**src/rtl/memdec_pkg.sv**
```systemverilog
package memdec_pkg;

  // select bit positions, decoded by the memory ports downstream
  localparam int SEL_SRAM   = 0;
  localparam int SEL_FLASH  = 1;
  localparam int SEL_PERIPH = 2;
  localparam int SEL_W      = 3;

  // window indices inside the decoder
  typedef enum int {
    WIN_SRAM   = 0,
    WIN_FLASH  = 1,
    WIN_PERIPH = 2,
    WIN_LOW    = 3
  } win_e;
  localparam int NWIN = 4;

  function automatic logic [31:0] size_mask(input int lg);
    if (lg >= 32) return '1;
    return (32'h1 << lg) - 32'h1;
  endfunction

endpackage

```
**src/rtl/memdec_remap_reg.sv**
```systemverilog
module memdec_remap_reg #(
  parameter logic RST_VAL = 1'b1
) (
  input  logic clk,
  input  logic rst_n,
  input  logic wr_en,
  input  logic wr_bit,
  output logic map_flash
);

  logic map_q;
  logic map_d;

  always_comb begin
    map_d = map_q;
    if (wr_en) map_d = wr_bit;
  end

  always_ff @(posedge clk or negedge rst_n) begin
    if (!rst_n) map_q <= RST_VAL;
    else        map_q <= map_d;
  end

  assign map_flash = map_q;

  AST_REMAP_HOLD: assert property (@(posedge clk) disable iff (!rst_n)
    !wr_en |=> $stable(map_flash));
  AST_REMAP_LOAD: assert property (@(posedge clk) disable iff (!rst_n)
    wr_en |=> (map_flash == $past(wr_bit)));

endmodule

```
**src/rtl/memdec_window.sv**
```systemverilog
module memdec_window #(
  parameter logic [31:0] BASE  = 32'h0,
  parameter int          LG    = 16,
  parameter int          OFS_W = 16
) (
  input  logic [31:0]      addr,
  output logic             hit,
  output logic [OFS_W-1:0] ofs
);

  localparam logic [31:0] MASK = memdec_pkg::size_mask(LG);

  // window is size-aligned: compare only the bits above the size
  assign hit = (((addr ^ BASE) & ~MASK) == 32'h0);
  assign ofs = addr[OFS_W-1:0] & MASK[OFS_W-1:0];

endmodule

```
**src/rtl/memdec_route.sv**
```systemverilog
module memdec_route #(
  parameter int OFS_W    = 16,
  parameter int SRAM_LG  = 13,
  parameter int FLASH_LG = 16
) (
  input  logic                         vld,
  input  logic                         map_flash,
  input  logic [memdec_pkg::NWIN-1:0]  hit,
  input  logic [OFS_W-1:0]             win_ofs [memdec_pkg::NWIN],
  output logic [memdec_pkg::SEL_W-1:0] sel,
  output logic [OFS_W-1:0]             ofs,
  output logic                         err
);
  import memdec_pkg::*;

  localparam logic [31:0] SRAM_M  = size_mask(SRAM_LG);
  localparam logic [31:0] FLASH_M = size_mask(FLASH_LG);

  always_comb begin
    sel = '0;
    ofs = '0;
    err = 1'b0;
    if (vld) begin
      if (hit[WIN_SRAM]) begin
        sel[SEL_SRAM] = 1'b1;
        ofs           = win_ofs[WIN_SRAM];
      end else if (hit[WIN_FLASH]) begin
        sel[SEL_FLASH] = 1'b1;
        ofs            = win_ofs[WIN_FLASH];
      end else if (hit[WIN_PERIPH]) begin
        sel[SEL_PERIPH] = 1'b1;
        ofs             = win_ofs[WIN_PERIPH];
      end else if (hit[WIN_LOW]) begin
        if (map_flash) begin
          sel[SEL_FLASH] = 1'b1;
          ofs            = win_ofs[WIN_LOW] & FLASH_M[OFS_W-1:0];
        end else begin
          sel[SEL_SRAM] = 1'b1;
          ofs           = win_ofs[WIN_LOW] & SRAM_M[OFS_W-1:0];
        end
      end else begin
        err = 1'b1;
      end
    end
  end

endmodule

```
**src/rtl/mem_addr_decode.sv**
```systemverilog
module mem_addr_decode #(
  parameter logic [31:0] SRAM_BASE    = 32'h0001_0000,
  parameter int          SRAM_BYTES   = 8192,
  parameter logic [31:0] FLASH_BASE   = 32'h0008_0000,
  parameter int          FLASH_BYTES  = 65536,
  parameter logic [31:0] PERIPH_BASE  = 32'hFFFF_0000,
  parameter int          PERIPH_BYTES = 65536,
  parameter int          LOW_BYTES    = 65536,
  parameter int          OFS_W        = 16,
  parameter logic        REMAP_RST    = 1'b1
) (
  input  logic              clk,
  input  logic              rst_n,
  input  logic              bus_valid,
  input  logic [31:0]       bus_addr,
  input  logic              remap_wr,
  input  logic              remap_wdata,
  output logic [2:0]        region_sel,
  output logic [OFS_W-1:0]  region_ofs,
  output logic              decode_err
);
  import memdec_pkg::*;

  localparam int SRAM_LG   = $clog2(SRAM_BYTES);
  localparam int FLASH_LG  = $clog2(FLASH_BYTES);
  localparam int PERIPH_LG = $clog2(PERIPH_BYTES);
  localparam int LOW_LG    = $clog2(LOW_BYTES);

  localparam logic [31:0] WIN_BASE [NWIN] = '{SRAM_BASE, FLASH_BASE, PERIPH_BASE, 32'h0};
  localparam int          WIN_LG   [NWIN] = '{SRAM_LG, FLASH_LG, PERIPH_LG, LOW_LG};

  // ---- access register ----
  logic        vld_q, vld_d;
  logic [31:0] addr_q, addr_d;

  always_comb begin
    vld_d  = bus_valid;
    addr_d = addr_q;
    if (bus_valid) addr_d = bus_addr;
  end

  always_ff @(posedge clk or negedge rst_n) begin
    if (!rst_n) begin
      vld_q  <= 1'b0;
      addr_q <= '0;
    end else begin
      vld_q  <= vld_d;
      addr_q <= addr_d;
    end
  end

  // ---- remap control bit ----
  logic map_flash;

  memdec_remap_reg #(.RST_VAL(REMAP_RST)) u_remap (
    .clk       (clk),
    .rst_n     (rst_n),
    .wr_en     (remap_wr),
    .wr_bit    (remap_wdata),
    .map_flash (map_flash)
  );

  // ---- window comparators ----
  logic [NWIN-1:0] win_hit;
  logic [OFS_W-1:0] win_ofs [NWIN];

  for (genvar gi = 0; gi < NWIN; gi++) begin : g_win
    memdec_window #(
      .BASE  (WIN_BASE[gi]),
      .LG    (WIN_LG[gi]),
      .OFS_W (OFS_W)
    ) u_win (
      .addr (addr_q),
      .hit  (win_hit[gi]),
      .ofs  (win_ofs[gi])
    );
  end

  // ---- priority route to one-hot select ----
  memdec_route #(
    .OFS_W    (OFS_W),
    .SRAM_LG  (SRAM_LG),
    .FLASH_LG (FLASH_LG)
  ) u_route (
    .vld       (vld_q),
    .map_flash (map_flash),
    .hit       (win_hit),
    .win_ofs   (win_ofs),
    .sel       (region_sel),
    .ofs       (region_ofs),
    .err       (decode_err)
  );

  AST_SEL_ONEHOT: assert property (@(posedge clk) disable iff (!rst_n)
    $onehot0(region_sel));
  AST_ERR_NO_SEL: assert property (@(posedge clk) disable iff (!rst_n)
    decode_err |-> (region_sel == '0 && region_ofs == '0));
  AST_ERR_FROM_ACCESS: assert property (@(posedge clk) disable iff (!rst_n)
    decode_err |-> $past(bus_valid));
  AST_IDLE_QUIET: assert property (@(posedge clk) disable iff (!rst_n)
    !$past(bus_valid) |-> (region_sel == '0 && !decode_err && region_ofs == '0));

endmodule

```
**config.mk**
```make
export PLATFORM = sky130hd
export DESIGN_NAME = mem_addr_decode
export DESIGN_NICKNAME = d
export VERILOG_FILES = /design/src/rtl/memdec_pkg.sv /design/src/rtl/memdec_remap_reg.sv /design/src/rtl/memdec_window.sv /design/src/rtl/memdec_route.sv /design/src/rtl/mem_addr_decode.sv
export SDC_FILE = /design/constraint.sdc
export NUM_CORES = 1
export LEC_CHECK = 0
export ABC_AREA = 0
export ABC_CLOCK_PERIOD_IN_PS = 2300
export BUFFER_PORTS_ARGS = -buffer_cell sky130_fd_sc_hd__buf_2
export CORE_MARGIN = 2
export CORE_UTILIZATION = 30
export DETAILED_ROUTE_END_ITERATION = 7
export PLACE_DENSITY_LB_ADDON = 0.15
export SYNTH_ARGS = -nofsm -noshare
export SYNTH_HDL_FRONTEND = slang
export SYNTH_SLANG_ARGS = --single-unit
```
**constraint.sdc**
```tcl
create_clock -name clk -period 2.3 [get_ports clk]
set_input_delay 0.345 -clock clk [delete_from_list [all_inputs] [get_ports clk]]
set_output_delay 0.345 -clock clk [all_outputs]
set_load 0.1 [all_outputs]
```
==> impl_metrics.toml <==
[route]
wl_per_cell_um = 14.9
drcViolationCount = 0
num_vias = 1155
ant_nets = 0
routed_via_density = 4.70
drt_wl_total_mm = 3.66
first_pass_iters = 4
drt_iter0_markers = 41

[cts]
clockBufferDepth = 2
clock-sinks = 34
cts_made_buffers = 5
cts_tree = "yes"
cts-root-buf = "clkbuf_8"
htreeDepth = 2
clkLatencyLatePin_ns = 0.28
clk_pin_slew_ns = 0.07

[power]
leakagePower_uw = 0.00105
pwr_density_cell_nw_per_um2 = 566
totalPowerFinal_uw = 1370
max-vdd-ir-drop_v = 0.000265

[setup_path]
crit_chain = "buf_6 -> nand4_1 -> or4_4 -> o211ai_4 -> buf_12 -> and3_2 -> buf_12"
slowest_stage = "or4_4"
cp-end-kind = "primary output"
max_stage_delay_ns = 0.53
crit_path_frequent_cell = "buf_12"
critical_path.top_delay_family = "simple AND/OR/NAND/NOR gates"
crit_required_ns = 1.96
crit_type = "reg2out"
crit_fanout = 13
crit_path_start_kind = "flop"
crit_arrival_ns = 2.08
path_buf_inv = 3

[global_route]
grt_overflow = 0
grt_pass1_wl_mm = 5.93
antenna_found_initial = 0
gr-usage-all-layers_pct = 14.5
grt_pass1_vias = 1272
grt_start_max_net_pins = 35

[sta]
fmax_mhz = 412
setup_viol = 17
hold_viol = 0
finClkSkew_ns = 0
tns_ns = -1.77
fin_crit_ns = 2.43
slew_violations = 0
whs_ns = 0.141
rsz0062_at_grt = "true"
tightest_slew_ns = 0.774
fin_crit_sh_pct = 106
setup_ws_ns = -0.128
slew_headroom_pct = 48.4

[synthesis]
synth_compound_area_share_pct = 2.08
synth-simple-area-share_pct = 14.4
synth-xor-area-share_pct = 0
synth_area_um2 = 1500
ys_seq_area_share_pct = 56.8
avgSynthCellArea_um2 = 13.3
netlist_instances = 113
ys_warn_count = 0
syn_nets = 150
synth_cell_types = 18
ys_ff_latch = 34
synth_top_family_by_area = "multiplexers"
muxShareOfSynthArea_pct = 24.8
synth_fa_ha_area_share_pct = 0

[final_layout]
diodes = 0
fill_cells = 428
multi_input_area_um2 = 718
seq_area_um2 = 852
drive_gt1_share_pct = 72.1
syn_to_final_growth_pct = 60.9
final_cells = 246
finalNetCount = 215

[place]
dp_slack_ns = -0.0435
placed_cells = 234
dp_hpwl_mm = 2.56
gp_congestion = 0.703
portBuffers = 56

[run]
drv_cap = 0

[run_status]
violations = "setup timing"
status = "complete, but fails checks"

[die]
fp-row-count = 25
fp.dieH_um = 74.7
ios = 57
die-area_um2 = 5590
die_w_um = 74.7
start_util_pct = 31.4
core_area_um2 = 4790

[hold_path]
hold_class = "in2async"
## synth_stat cells (all sizes together)
cell type	number	share of area, %
clkbuf	2	0.50
or4	1	0.75
nand2	2	0.50
buf	4	1.5
nor3	2	0.67
nand4	6	2.5
mux2	33	25
nor4	4	1.7
o21ai	2	0.67
dfrtp	33	55
and3	16	6.9
o211ai	1	0.83
dfstp	1	1.8
o32ai	1	0.58
and2	1	0.42
nor2	4	1.0
## flip-flops by register name, indices dropped and copies added (netlist names)
signal	count
addr_q	32
u_remap.map_flash	1
vld_q	1
## metal layers
metal / vias up / routed length, µm / track usage, %
li1: 548 / - / -
met1: 565 / 1580 / 18.0
met2: 35 / 1780 / 21.6
met3: 7 / 252 / 6.16
met4: 0 / 47 / 7.54
met5: - / 0 / 0
## where the power goes
part | internal, µW | total [µW] | switching [µW]
sequential | 659 | 710 | 51.1
clock | 302 | 505 | 202
combinational | 87.4 | 152 | 65.1
total | 1050 | 1370 | 319
## cell usage in the layout, fill, tap and decap left out, types with 3 or more instances in the layout
cell type,instances
buf_2,36
and3_4,5
nor2_1,3
buf_6,3
nand4_1,6
buf_12,20
buf_4,5
mux2_2,33
and3_2,11
dfrtp_1,33
clkbuf_8,8
## stage by stage
| stage | cell area, µm² | util [%] |
|---|---|---|
| 2_1_floorplan | 1530 | - |
| 3_3_place_gp | 2160 | 45.1 |
| 3_5_place_dp | 2160 | 45.1 |
| 4_1_cts | 2350 | 49.0 |
| 5_1_grt | 2420 | 50.5 |
| 6_report | 2420 | 50.5 |
## cells by family (layout without fill, tap and decap cells)
group | after synthesis | count (layout)
compound gates | 4 | 4
buf+inv | 6 | 72
flops | 34 | 34
mux | 33 | 33
simple gates | 36 | 36
## layout make-up
type	count	area share (%)
well taps	67	3.47
multi-input cells	73	29.7
flip-flops and latches	34	35.3
clock buffers	8	4.56
repair buffers	64	27.0
## timing repair
action	in CTS	in global routing
hold buffers	0	0
pin swaps	5	3
endpoints found under the hold margin	0	0
gates resized for setup	9	12
endpoints found under the setup margin	19	20
setup buffers	2	2
## path summary, 6_finish.rpt
path                                   startpoint                      to  slack [ns]  depth (start not counted)
min in group clk                     bus_addr[13]  addr_q[13]$_DFFE_PN0P_        0.29                          2
max in group asynchronous                   rst_n  addr_q[12]$_DFFE_PN0P_        1.67                          1
setup reg to reg           addr_q[28]$_DFFE_PN0P_  addr_q[28]$_DFFE_PN0P_        1.38                          2
setup / recovery           addr_q[28]$_DFFE_PN0P_           region_ofs[4]       -0.13                          7
hold reg to reg             addr_q[7]$_DFFE_PN0P_   addr_q[7]$_DFFE_PN0P_        0.50                          1
hold / removal                              rst_n  addr_q[17]$_DFFE_PN0P_        0.14                          1
No activity file was read; power rests on OpenSTA's default activity.
